[src/rtl/vitc_pkg.sv]
package vitc_pkg;

    // Framer run state: accepting bits, or parked until the next line start
    typedef enum logic {
        FR_IDLE = 1'b0,
        FR_RUN  = 1'b1
    } fr_state_e;

endpackage

[src/rtl/vitc_framer.sv]
module vitc_framer #(
    parameter int             NGROUP   = 9,
    parameter int             BYTE_W   = 8,
    parameter int             SYNC_W   = 2,
    parameter logic [SYNC_W-1:0] SYNC_PAT = 2'b01
) (
    input  logic                           clk,
    input  logic                           rst_n,
    input  logic                           line_start,
    input  logic                           bit_vld,
    input  logic                           bit_val,
    output logic                           crc_en_o,
    output logic                           crc_restart_o,
    output logic                           done_o,
    output logic [NGROUP-1:0][BYTE_W-1:0]  bytes_o
);
    import vitc_pkg::*;

    localparam int GROUP_BITS = SYNC_W + BYTE_W;
    localparam int GRP_W      = (NGROUP > 1) ? $clog2(NGROUP) : 1;
    localparam int POS_W      = $clog2(GROUP_BITS);
    localparam int BI_W       = (BYTE_W > 1) ? $clog2(BYTE_W) : 1;
    localparam int SI_W       = (SYNC_W > 1) ? $clog2(SYNC_W) : 1;
    localparam logic [GRP_W-1:0] LAST_GRP = GRP_W'(NGROUP - 1);
    localparam logic [POS_W-1:0] LAST_POS = POS_W'(GROUP_BITS - 1);
    localparam logic [POS_W-1:0] SYNC_END = POS_W'(SYNC_W);

    typedef struct packed {
        fr_state_e                    state;
        logic [GRP_W-1:0]             grp;
        logic [POS_W-1:0]             pos;
        logic [BYTE_W-1:0]            sh;
        logic [NGROUP-1:0][BYTE_W-1:0] bytes;
        logic                         done;
    } fr_t;

    fr_t q, d;

    logic               take_bit;
    logic               in_sync;
    logic               sync_bad;
    logic [BI_W-1:0]    bidx;
    logic [SI_W-1:0]    sidx;
    logic [BYTE_W-1:0]  byte_nx;

    always_comb begin
        take_bit = bit_vld && !line_start && (q.state == FR_RUN);
        in_sync  = (q.pos < SYNC_END);
        sidx     = SI_W'(q.pos);
        sync_bad = in_sync && (bit_val != SYNC_PAT[sidx]);
        bidx     = BI_W'(q.pos - SYNC_END);
        byte_nx  = q.sh;
        if (!in_sync) begin
            byte_nx[bidx] = bit_val;
        end

        d      = q;
        d.done = 1'b0;

        if (line_start) begin
            d.state = FR_RUN;
            d.grp   = '0;
            d.pos   = '0;
            d.sh    = '0;
        end else if (take_bit) begin
            if (sync_bad) begin
                d.state = FR_IDLE;
            end else begin
                d.sh = byte_nx;
                if (q.pos == LAST_POS) begin
                    d.bytes[q.grp] = byte_nx;
                    d.pos          = '0;
                    if (q.grp == LAST_GRP) begin
                        d.done  = 1'b1;
                        d.state = FR_IDLE;
                    end else begin
                        d.grp = q.grp + 1'b1;
                    end
                end else begin
                    d.pos = q.pos + 1'b1;
                end
            end
        end
    end

    // Check code covers every bit ahead of the final payload byte
    always_comb begin
        crc_restart_o = line_start;
        crc_en_o      = take_bit && ((q.grp != LAST_GRP) || in_sync);
    end

    always_ff @(posedge clk or negedge rst_n) begin
        if (!rst_n) begin
            q       <= '0;
            q.state <= FR_RUN;
        end else begin
            q <= d;
        end
    end

    assign done_o  = q.done;
    assign bytes_o = q.bytes;

    AST_GRP_IN_RANGE: assert property (@(posedge clk) disable iff (!rst_n)
        q.grp <= LAST_GRP);
    AST_POS_IN_RANGE: assert property (@(posedge clk) disable iff (!rst_n)
        q.pos <= LAST_POS);
    AST_DONE_ON_LAST_BIT: assert property (@(posedge clk) disable iff (!rst_n)
        $rose(q.done) |-> $past(bit_vld && q.grp == LAST_GRP && q.pos == LAST_POS));

endmodule

[src/rtl/vitc_crc.sv]
module vitc_crc #(
    parameter int               CRC_W    = 8,
    parameter logic [CRC_W-1:0] CRC_POLY = 8'h01
) (
    input  logic             clk,
    input  logic             rst_n,
    input  logic             restart,
    input  logic             en,
    input  logic             bit_in,
    output logic [CRC_W-1:0] crc_o
);
    logic [CRC_W-1:0] crc_d, crc_q;
    logic             fb;

    always_comb begin
        fb    = bit_in ^ crc_q[CRC_W-1];
        crc_d = crc_q;
        if (restart) begin
            crc_d = '0;
        end else if (en) begin
            crc_d = {crc_q[CRC_W-2:0], 1'b0} ^ (fb ? CRC_POLY : '0);
        end
    end

    always_ff @(posedge clk or negedge rst_n) begin
        if (!rst_n) crc_q <= '0;
        else        crc_q <= crc_d;
    end

    assign crc_o = crc_q;

    AST_CRC_ZERO_AFTER_RESTART: assert property (@(posedge clk) disable iff (!rst_n)
        restart |=> crc_q == '0);

endmodule

[src/rtl/vitc_readback.sv]
module vitc_readback #(
    parameter int NGROUP = 9,
    parameter int BYTE_W = 8,
    parameter int CRC_W  = 8
) (
    input  logic                           clk,
    input  logic                           rst_n,
    input  logic                           clr_wr,
    input  logic                           done_i,
    input  logic [NGROUP-1:0][BYTE_W-1:0]  bytes_i,
    input  logic [CRC_W-1:0]               crc_i,
    output logic [NGROUP*BYTE_W-1:0]       data_o,
    output logic [CRC_W-1:0]               crc_o,
    output logic                           avail_o,
    output logic                           ok_o,
    output logic                           clr_busy_o
);
    typedef struct packed {
        logic [NGROUP-1:0][BYTE_W-1:0] data;
        logic [CRC_W-1:0]              crc;
        logic                          avail;
        logic                          ok;
        logic                          clr;
    } rb_t;

    rb_t q, d;

    always_comb begin
        d     = q;
        d.clr = clr_wr && !q.clr;
        if (q.clr) begin
            d.data  = '0;
            d.crc   = '0;
            d.avail = 1'b0;
            d.ok    = 1'b0;
        end else if (done_i) begin
            d.data  = bytes_i;
            d.crc   = crc_i;
            d.avail = 1'b1;
            d.ok    = (crc_i == CRC_W'(bytes_i[NGROUP-1]));
        end
    end

    always_ff @(posedge clk or negedge rst_n) begin
        if (!rst_n) q <= '0;
        else        q <= d;
    end

    assign data_o     = q.data;
    assign crc_o      = q.crc;
    assign avail_o    = q.avail;
    assign ok_o       = q.ok;
    assign clr_busy_o = q.clr;

    AST_HOLD_WITHOUT_COMMIT: assert property (@(posedge clk) disable iff (!rst_n)
        (!done_i && !q.clr) |=> ($stable(data_o) && $stable(crc_o) && $stable(avail_o)));
    AST_CLEAR_ZEROES: assert property (@(posedge clk) disable iff (!rst_n)
        q.clr |=> (!avail_o && !ok_o && crc_o == '0 && data_o == '0));
    AST_OK_NEEDS_AVAIL: assert property (@(posedge clk) disable iff (!rst_n)
        ok_o |-> avail_o);
    AST_AVAIL_FROM_COMMIT: assert property (@(posedge clk) disable iff (!rst_n)
        $rose(avail_o) |-> $past(done_i));

endmodule

[src/rtl/vitc_deframer.sv]
module vitc_deframer #(
    parameter int                NGROUP   = 9,
    parameter int                BYTE_W   = 8,
    parameter int                SYNC_W   = 2,
    parameter logic [SYNC_W-1:0] SYNC_PAT = 2'b01,
    parameter int                CRC_W    = 8,
    parameter logic [CRC_W-1:0]  CRC_POLY = 8'h01
) (
    input  logic                     clk,
    input  logic                     rst_n,
    input  logic                     line_start,
    input  logic                     bit_vld,
    input  logic                     bit_val,
    input  logic                     clr_wr,
    output logic [NGROUP*BYTE_W-1:0] tc_data,
    output logic [CRC_W-1:0]         tc_crc,
    output logic                     tc_avail,
    output logic                     crc_ok,
    output logic                     clr_busy
);
    logic                          crc_en;
    logic                          crc_restart;
    logic                          done;
    logic [NGROUP-1:0][BYTE_W-1:0] bytes;
    logic [CRC_W-1:0]              crc_val;

    vitc_framer #(
        .NGROUP   (NGROUP),
        .BYTE_W   (BYTE_W),
        .SYNC_W   (SYNC_W),
        .SYNC_PAT (SYNC_PAT)
    ) u_framer (
        .clk           (clk),
        .rst_n         (rst_n),
        .line_start    (line_start),
        .bit_vld       (bit_vld),
        .bit_val       (bit_val),
        .crc_en_o      (crc_en),
        .crc_restart_o (crc_restart),
        .done_o        (done),
        .bytes_o       (bytes)
    );

    vitc_crc #(
        .CRC_W    (CRC_W),
        .CRC_POLY (CRC_POLY)
    ) u_crc (
        .clk     (clk),
        .rst_n   (rst_n),
        .restart (crc_restart),
        .en      (crc_en),
        .bit_in  (bit_val),
        .crc_o   (crc_val)
    );

    vitc_readback #(
        .NGROUP (NGROUP),
        .BYTE_W (BYTE_W),
        .CRC_W  (CRC_W)
    ) u_readback (
        .clk        (clk),
        .rst_n      (rst_n),
        .clr_wr     (clr_wr),
        .done_i     (done),
        .bytes_i    (bytes),
        .crc_i      (crc_val),
        .data_o     (tc_data),
        .crc_o      (tc_crc),
        .avail_o    (tc_avail),
        .ok_o       (crc_ok),
        .clr_busy_o (clr_busy)
    );

endmodule

[config.mk]
export PLATFORM = sky130hd
export DESIGN_NAME = vitc_deframer
export DESIGN_NICKNAME = d
export VERILOG_FILES = /design/src/rtl/vitc_pkg.sv /design/src/rtl/vitc_framer.sv /design/src/rtl/vitc_crc.sv /design/src/rtl/vitc_readback.sv /design/src/rtl/vitc_deframer.sv
export SDC_FILE = /design/constraint.sdc
export NUM_CORES = 1
export LEC_CHECK = 0
export BUFFER_PORTS_ARGS = -buffer_cell sky130_fd_sc_hd__buf_2
export CAP_MARGIN = 20
export CORE_ASPECT_RATIO = 2
export CORE_MARGIN = 3
export CORE_UTILIZATION = 40
export CTS_BUF_LIST = sky130_fd_sc_hd__clkbuf_8
export CTS_CLUSTER_DIAMETER = 30
export DETAILED_ROUTE_END_ITERATION = 16
export GPL_TIMING_DRIVEN = 0
export MAX_ROUTING_LAYER = met4
export PLACE_DENSITY = 0.6
export SLEW_MARGIN = 20
export SYNTH_ARGS = -nofsm -noshare
export SYNTH_HDL_FRONTEND = slang
export SYNTH_SLANG_ARGS = --single-unit
[constraint.sdc]
create_clock -name clk -period 4.7 [get_ports clk]
set_input_delay 0.47 -clock clk [delete_from_list [all_inputs] [get_ports clk]]
set_output_delay 0.47 -clock clk [all_outputs]
set_load 0.01 [all_outputs]
==> impl_metrics.py, run 1 <==
metrics = {
    "outcome": {
        "status": "finished, final reports clean",
    },
    "worst_hold_path": {
        "worstHoldPathType": "primary input to flip-flop",
        "min_path_cells": 2,
    },
    "synthesis": {
        "syn_inst": 583,
        "synth_mux_area_frac": 0.231,
        "synth_simple_gate_area_share": 0.0995,
        "yosysSeqAreaShare": 0.602,
        "netlist_top_cells_area": "dfrtp_1 (60%), mux2i_1 (12%), mux2_2 (10%)",
        "netlist_area_um2": 7530,
        "yosysTopAreaCell": "dfrtp_1",
        "synth_edf_count": 0,
        "async_flop_share": 1.00,
        "post-synth-top-area-fraction": 0.598,
        "synth_common_cells": "dfrtp_1 (180), nor2_1 (110), mux2i_1 (92)",
        "synth_compound_area_frac": 0.0218,
        "synth-seq-cells": 181,
        "synth_top_family_by_area": "multiplexers",
        "synth_nets": 595,
        "synth.most_common_cell": "dfrtp_1",
        "synthFlopType": "dfrtp_1",
        "synth_fa_ha_area_frac": 0.00997,
        "syn_area_per_cell_um2": 12.9,
        "ys.warnings.count": 0,
        "ys_types": 40,
        "synth-xor-area-share": 0.0140,
    },
    "finish": {
        "utilization": 0.472,
        "area_growth_pct": 15.3,
        "n_fill_cell": 1692,
        "drive_gt1_frac": 0.298,
        "diodes": 0,
        "fin_cells": 920,
        "nNetsFinal": 703,
    },
    "clock_tree": {
        "clk_transition_reported_paths_ns": 0.09,
        "postCtsSetupRepairBufs": 0,
        "cts_tree": "built",
        "cts_buffers": 17,
        "root_buffer": "clkbuf_8",
        "clock-sinks": 181,
        "cts_max_path_buffers": 2,
        "post_cts_resized": 0,
        "cts.htree.levels": 4,
        "clock_latency_ns": 0.46,
    },
    "timing": {
        "fin_crit_ns": 2.30,
        "rsz0062_at_grt": "false",
        "slew_viol_final": 0,
        "setup_viol": 0,
        "fmax_mhz": 434,
        "worst_hold_slack_ns": 0.226,
        "finalCritPeriodShare": 0.490,
        "skew_ns": 0.0154,
        "relSlewSlack": 0.504,
        "tightest_slew_ns": 0.745,
        "fin_tns_setup_ns": 0,
        "finalHoldViolations": 0,
        "setup_ws_ns": 2.40,
    },
    "placed_design": {
        "gp_congestion": 0.859,
        "placed_cells": 887,
        "dpl.hpwl_um": 12400,
        "portBuffers": 87,
        "pre_cts_slack_ns": 2.41,
    },
    "floorplanning": {
        "fp.dieH_um": 200,
        "dieArea_um2": 20600,
        "start_util": 0.409,
        "rows": 70,
        "ioPinCount": 89,
        "dieWidth_um": 103,
        "core_um2": 18400,
    },
    "setup_path": {
        "startpoint_type": "flip-flop",
        "cp_data_arrival_time_ns": 2.65,
        "path_class": "flip-flop to flip-flop",
        "reg2reg_from": "u_framer.q[82]",
        "r2r_cells": 8,
        "cp-end-kind": "flip-flop",
        "setup.worst_path.start": "u_framer.q[82]",
        "crit_required_ns": 5.04,
        "cp_max_fo": 10,
        "r2r_slack_ns": 2.40,
    },
    "run": {
        "max_cap_viol_count": 0,
    },
    "drt": {
        "drtAntennaViolNets": 0,
        "wl_um": 17200,
        "post-route-drc-count": 0,
        "first_iter_violations": 247,
        "firstDrtPassIters": 4,
        "via_per_inst": 5.13,
        "wl_per_cell_um": 18.7,
        "vias": 4718,
    },
    "power_and_ir_drop": {
        "vdd_ir_drop_max_mv": 0.215,
        "leakagePower_nw": 4.45,
        "p_per_area_nw_per_um2": 322,
    },
    "grt": {
        "grt_first_pass_wirelength_um": 27900,
        "grt_pass1_vias": 5204,
        "grt_antenna_before_repair": 0,
        "grt_use_total": 0.183,
        "overflow": 0,
        "grt_max_degree": 105,
    },
}
==> through the flow <==
step / cell area (µm²) / power (mW)
6_report: 8680 / 2.80
5_1_grt: 8680 / 2.91
4_1_cts: 8680 / 2.84
3_5_place_dp: 8270 / 1.77
3_3_place_gp: 8240 / 1.76
2_1_floorplan: 7530 / 1.68
==> layer usage <==
metal,up-vias,global-route usage,share of wire
met5,-,-,0
met4,0,0.0677,0.025
met3,24,0.0306,0.033
met2,104,0.324,0.56
met1,2387,0.201,0.38
li1,2203,-,-
==> worst max-delay path: stages (launching register included) <==
cell and delay (ns):
dfrtp_1 0.42, clkbuf_1 0.22, inv_1 0.10, ha_1 0.19
nand3b_4 0.17, nor2_1 0.17, nor4bb_1 0.26, buf_2 0.28
mux2_2 0.37
==> cell type report <==
cell class	instances	area (µm²)	share of cell area
Multi-Input combinational cell	362	2840	0.327
Sequential cell	181	4530	0.522
Clock inverter	14	149	0.0172
Clock buffer	18	248	0.0285
Tap cell	216	270	0.0311
Inverter	10	37.5	0.00432
Buffer	30	125	0.0144
Timing Repair Buffer	89	483	0.0556
==> worst min path at each step <==
stage               slack [ns]                from               endpoint
finish                    0.23              clr_wr  u_readback.clr_busy_o
global route              0.20              clr_wr  u_readback.clr_busy_o
CTS                       0.20              clr_wr  u_readback.clr_busy_o
detailed placement        0.48  u_readback.avail_o     u_readback.avail_o
global placement          0.47  u_readback.avail_o     u_readback.avail_o
floorplan                 0.17               rst_n              async pin
==> cell families after synthesis <==
kind of cell               count (synthesis)
and+or+nand+nor                          154
buffers and inverters                     40
xor gates and xnor gates                  12
adders and majority gates                  6
muxes                                    165
DFF                                      181
AOI/OAI and AO/OA                         25
==> cell usage in the layout, fill, tap and decap left out, types with 3 or more instances in the layout <==
cell,netlist,routed
a211oi_1,7,7
a21oi_1,11,11
buf_1,4,4
buf_2,10,96
clkbuf_1,16,16
clkbuf_8,0,18
clkinvlp_4,0,3
dfrtp_1,180,180
ha_1,6,6
inv_1,10,11
inv_6,0,4
mux2_1,3,3
mux2_2,70,70
mux2i_1,92,92
nand2_1,9,9
nand2_4,3,3
nand3_1,3,3
nand3b_1,5,5
nor2_1,110,110
nor3_1,4,4
nor3b_1,3,3
or3_1,3,3
xnor2_1,3,3
xor2_1,9,9
==> timing repair <==
item                                    CTS  global route
hold buffers                              1             0
endpoints found under the setup margin    0             0
endpoints found under the hold margin    23             0
==> where the power goes <==
| group | total (mW) | internal (mW) | switching [mW] |
|---|---|---|---|
| clock | 1.06 | 0.491 | 0.574 |
| sequential | 1.58 | 1.57 | 0.00949 |
| combinational | 0.156 | 0.0382 | 0.118 |
(Power assumes the default switching activity.)
==> inputs of run 2 (changes only) <==
- ABC_AREA: default -> 1
- PLACE_DENSITY: 0.6 -> 0.61
- clock period: 4.7 -> 2.3 ns (I/O delays scaled with it)
==> impl_metrics.py, run 2 <==
metrics = {
    "outcome": {
        "status": "finished, final reports clean",
    },
    "finish": {
        "seq_area_um2": 4530,
        "area_growth_pct": 16.0,
        "diodes": 0,
        "n_fill_cell": 1724,
        "multi_input_area_um2": 2310,
        "nNetsFinal": 858,
        "layout_commonest_cell": "nand2_1",
        "final_cell_mix": "nand2_1 (231), dfrtp_1 (180), o21ai_0 (118)",
        "fin_area_um2": 8310,
        "drive_gt1_frac": 0.170,
    },
    "clock_tree": {
        "cts_max_path_buffers": 2,
        "root_buffer": "clkbuf_8",
        "cts_tree": "built",
        "cts_buffers": 17,
        "cts.htree.levels": 4,
        "clk_transition_reported_paths_ns": 0.09,
        "clock_latency_ns": 0.47,
        "clock-sinks": 181,
    },
    "grt": {
        "grt_use_total": 0.191,
        "top_usage_layer": "met2",
        "overflow": 0,
        "grt_pass1_vias": 5356,
        "grt_max_degree": 94,
        "grt_util_met2": 0.337,
        "grt_first_pass_wirelength_um": 28600,
        "grt_antenna_before_repair": 0,
        "met3_usage": 0.0297,
        "met1_usage": 0.219,
    },
    "drt": {
        "first_iter_violations": 270,
        "wl_um": 16900,
        "vias": 5263,
        "firstDrtPassIters": 5,
        "wl_per_cell_um": 15.8,
        "via_per_inst": 4.92,
        "post-route-drc-count": 0,
        "drtAntennaViolNets": 0,
    },
    "floorplanning": {
        "fp.dieH_um": 195,
        "dieWidth_um": 101,
        "dieArea_um2": 19600,
        "rows": 68,
        "start_util": 0.411,
        "core_um2": 17400,
        "ioPinCount": 89,
    },
    "timing": {
        "relSlewSlack": 0.337,
        "fin_tns_setup_ns": 0,
        "finalHoldViolations": 0,
        "skew_ns": 0.0150,
        "fin_crit_ns": 2.00,
        "fmax_mhz": 501,
        "setup_viol": 0,
        "tightest_slew_ns": 0.988,
        "setup_ws_ns": 0.305,
        "slew_viol_final": 0,
        "finalCritPeriodShare": 0.868,
        "rsz0062_at_grt": "false",
    },
    "power_and_ir_drop": {
        "p_comb_frac": 0.050,
        "sw_frac_of_total": 0.255,
        "p_total_mw": 5.63,
        "pwr-share-clk": 0.376,
        "power_frac_seq": 0.573,
        "vdd_ir_drop_max_mv": 0.329,
        "switching_power_mw": 1.44,
        "leakagePower_nw": 4.28,
        "p_int_mw": 4.19,
        "p_per_area_nw_per_um2": 677,
    },
    "synthesis": {
        "ys_types": 29,
        "syn_inst": 736,
        "synth_common_cells": "nand2_1 (231), dfrtp_1 (180), o21ai_0 (118)",
        "netlist_area_um2": 7160,
        "synthFlopType": "dfrtp_1",
        "yosysTopAreaCell": "dfrtp_1",
        "synth-seq-cells": 181,
        "synth.most_common_cell": "nand2_1",
        "netlist_top_cells_area": "dfrtp_1 (63%), nand2_1 (12%), o21ai_0 (8.2%)",
        "async_flop_share": 1.00,
        "synth_nets": 748,
        "yosysSeqAreaShare": 0.633,
        "post-synth-top-area-fraction": 0.629,
        "ys.warnings.count": 0,
        "synth_edf_count": 0,
        "syn_area_per_cell_um2": 9.73,
    },
    "placed_design": {
        "gp_congestion": 0.799,
        "dpl.hpwl_um": 12100,
        "place_area_um2": 7900,
        "portBuffers": 88,
        "pre_cts_slack_ns": 0.304,
    },
    "setup_path": {
        "cp-end-kind": "flip-flop",
        "cp_max_fo": 10,
        "crit_required_ns": 2.70,
        "startpoint_type": "flip-flop",
        "cp_data_arrival_time_ns": 2.39,
        "path_class": "flip-flop to flip-flop",
    },
    "run": {
        "max_cap_viol_count": 0,
    },
    "worst_hold_path": {
        "worstHoldPathType": "primary input to flip-flop",
    },
}
-- run 2: cell type report --
| type | count | share of cell area |
|---|---|---|
| Clock buffer | 19 | 0.0315 |
| Timing Repair Buffer | 91 | 0.0599 |
| Inverter | 64 | 0.0292 |
| Sequential cell | 181 | 0.545 |
| Buffer | 19 | 0.00949 |
| Tap cell | 210 | 0.0316 |
| Multi-Input combinational cell | 472 | 0.278 |
| Clock inverter | 13 | 0.0151 |
-- run 2: power by group through the flow --
stage               Sequential, mW  Clock (mW)  Combinational [mW]
detailed placement            3.29           0               0.288
finish                        3.23        2.12               0.283
CTS                           3.23        2.17               0.292
global placement              3.29           0               0.277
floorplan                     3.28           0               0.147
global route                  3.23        2.31               0.323
-- run 2: path summary, 6_finish.rpt --
path	start	end	slack (ns)	depth (start not counted)
min in group asynchronous	rst_n	u_readback.data_o[51]	0.35	2
min reg2reg	u_framer.q[75]	u_framer.q[75]	0.48	2
max	u_readback.clr_busy_o	u_readback.data_o[57]	0.30	3
min	line_start	u_framer.q[89]	0.03	3
max reg2reg	u_readback.clr_busy_o	u_readback.data_o[57]	0.30	3
max in group asynchronous	rst_n	u_readback.crc_o[3]	1.01	3
-- run 2: worst max-delay path, cell delays in order (launching register included) --
cell and delay, ns:
dfrtp_1 0.44, nor2_1 0.75, clkbuf_1 0.50, a22o_1 0.24
-- run 2: metrics by stage --
stage | hold slack (ns) | std cells | utilization
after floorplan | -0.0656 | 736 | -
after global placement | 0.440 | 1034 | 0.451
after detailed placement | 0.292 | 1035 | 0.453
after CTS | 0.0122 | 1069 | 0.476
after global routing | 0.0581 | 1069 | 0.476
final | 0.0259 | 1069 | 0.476
-- run 2: cell families after synthesis --
kind of cell | share of synthesized area
buffers and inverters | 0.0449
and+or+nand+nor | 0.171
AOI/OAI and AO/OA | 0.130
xor gates and xnor gates | 0.0110
adders and majority gates | 0.0105
DFF | 0.633
-- run 2: repair_timing --
item,in CTS,in global routing
hold buffers,2,0
resized for setup,0,0
endpoints found under the hold margin,89,0
buffers inserted,0,0
-- run 2: routing by layer --
metal	share of wire	vias up
met4	0.019	0
li1	-	2599
met2	0.56	96
met5	0	-
met3	0.032	22
met1	0.39	2546
==> inputs of run 3 (changes only) <==
- CORE_UTILIZATION: 40 -> 50
- PLACE_DENSITY: 0.61 -> 0.72
==> impl_metrics.py, run 3 (synthesis results as in run 2) <==
metrics = {
    "outcome": {
        "status": "finished, final reports clean",
    },
    "drt": {
        "via_per_inst": 5.05,
        "first_iter_violations": 346,
        "post-route-drc-count": 0,
        "vias": 5285,
        "wl_um": 16000,
        "firstDrtPassIters": 5,
        "wl_per_cell_um": 15.3,
        "drtAntennaViolNets": 0,
    },
    "floorplanning": {
        "start_util": 0.513,
        "dieArea_um2": 15900,
        "core_um2": 14000,
        "rows": 61,
        "ioPinCount": 89,
        "fp.dieH_um": 175,
        "dieWidth_um": 90.6,
    },
    "grt": {
        "grt_pass1_vias": 5525,
        "grt_antenna_before_repair": 0,
        "grt_first_pass_wirelength_um": 27600,
        "overflow": 0,
        "grt_use_total": 0.225,
        "grt_max_degree": 101,
    },
    "finish": {
        "final_cell_mix": "nand2_1 (231), dfrtp_1 (180), o21ai_0 (118)",
        "drive_gt1_frac": 0.170,
        "fin_area_um2": 8290,
        "area_growth_pct": 15.7,
        "diodes": 0,
        "fin_cells": 1047,
        "nNetsFinal": 858,
        "layout_commonest_cell": "nand2_1",
    },
    "timing": {
        "fin_crit_ns": 2.04,
        "finalHoldViolations": 0,
        "fmax_mhz": 489,
        "tightest_slew_ns": 0.959,
        "slew_viol_final": 0,
        "setup_viol": 0,
        "finalCritPeriodShare": 0.889,
        "skew_ns": 0.0183,
        "worst_hold_slack_ns": 0.0636,
        "relSlewSlack": 0.356,
        "fin_tns_setup_ns": 0,
        "rsz0062_at_grt": "false",
    },
    "setup_path": {
        "setup.worst_path.start": "u_framer.q[85]",
        "path_class": "flip-flop to flip-flop",
        "r2r_cells": 9,
        "cp_data_arrival_time_ns": 2.41,
        "cp_max_fo": 10,
        "crit_required_ns": 2.67,
        "cp-end-kind": "flip-flop",
        "reg2reg_from": "u_framer.q[85]",
        "startpoint_type": "flip-flop",
        "r2r_slack_ns": 0.26,
    },
    "placed_design": {
        "portBuffers": 88,
        "dpl.hpwl_um": 11400,
        "gp_congestion": 0.886,
        "place_area_um2": 7880,
        "placed_cells": 1014,
    },
    "clock_tree": {
        "root_buffer": "clkbuf_8",
        "postCtsSetupRepairBufs": 0,
        "ctsHoldBuffers": 2,
        "clock_latency_ns": 0.45,
        "post_cts_resized": 0,
        "cts_max_path_buffers": 2,
        "clock-sinks": 181,
        "clk_transition_reported_paths_ns": 0.09,
        "cts_tree": "built",
        "cts_buffers": 17,
        "cts.htree.levels": 4,
    },
    "power_and_ir_drop": {
        "vdd_ir_drop_max_mv": 0.601,
        "leakagePower_nw": 4.27,
        "p_comb_frac": 0.051,
        "sw_frac_of_total": 0.248,
        "pwr-share-clk": 0.376,
        "p_per_area_nw_per_um2": 679,
        "p_int_mw": 4.23,
        "power_frac_seq": 0.573,
        "switching_power_mw": 1.39,
        "p_total_mw": 5.63,
    },
    "worst_hold_path": {
        "min_from": "line_start",
        "worstHoldPathType": "primary input to flip-flop",
    },
    "run": {
        "max_cap_viol_count": 0,
    },
}
==> run 3: cell count changes in the layout (fill, tap and decap cells not counted), sizes merged <==
cell,delta
clkbuf,-2
bufinv,+1
clkinv,+2
inv,-2
==> run 3: worst min path at each step <==
stage	end	slack (ns)	cells after the start
CTS	u_framer.q[89]	0.03	3
finish	u_framer.q[89]	0.06	3
detailed placement	u_readback.data_o[1]	0.31	1
global placement	u_readback.clr_busy_o	0.44	3
floorplan	async pin	-0.07	0
global route	u_framer.q[89]	0.04	3
==> run 3: layer usage <==
layer / track usage / share of wire / vias up
met4: 0.0799 / 0.022 / 0
met1: 0.256 / 0.39 / 2534
li1: - / - / 2603
met3: 0.0390 / 0.035 / 29
met2: 0.398 / 0.55 / 119
met5: - / 0 / -
==> run 3: per-stage QoR <==
stage                util  setup slack (ns)
finish              0.593             0.256
global route        0.593            0.0557
CTS                 0.593             0.276
detailed placement  0.564             0.323
global placement    0.561             -1.82
floorplan               -             0.742
==> run 3: layout make-up <==
| cell class | count | area, µm² |
|---|---|---|
| Inverter | 64 | 243 |
| Tap cell | 189 | 236 |
| Timing Repair Buffer | 91 | 498 |
| Clock inverter | 14 | 158 |
| Buffer | 19 | 78.8 |
| Sequential cell | 181 | 4530 |
| Multi-Input combinational cell | 472 | 2310 |
| Clock buffer | 17 | 234 |
| Fill cell | 1261 | 5680 |
==> run 3: power by group through the flow <==
| stage | Sequential (mW) | Clock [mW] | Combinational, mW |
|---|---|---|---|
| global placement | 3.29 | 0 | 0.276 |
| global route | 3.23 | 2.29 | 0.322 |
| CTS | 3.23 | 2.17 | 0.291 |
| finish | 3.23 | 2.12 | 0.286 |
| detailed placement | 3.29 | 0 | 0.286 |
| floorplan | 3.28 | 0 | 0.147 |
==> run 3: worst max-delay path, cell delays in order, from the launching register on <==
cell and delay [ns]:
dfrtp_1 0.44, inv_1 0.15, ha_1 0.34, nand2_1 0.08, nor2_1 0.22, nand2_1 0.11, nor2_1 0.25, buf_4 0.23
nand2_1 0.06, o21ai_0 0.10
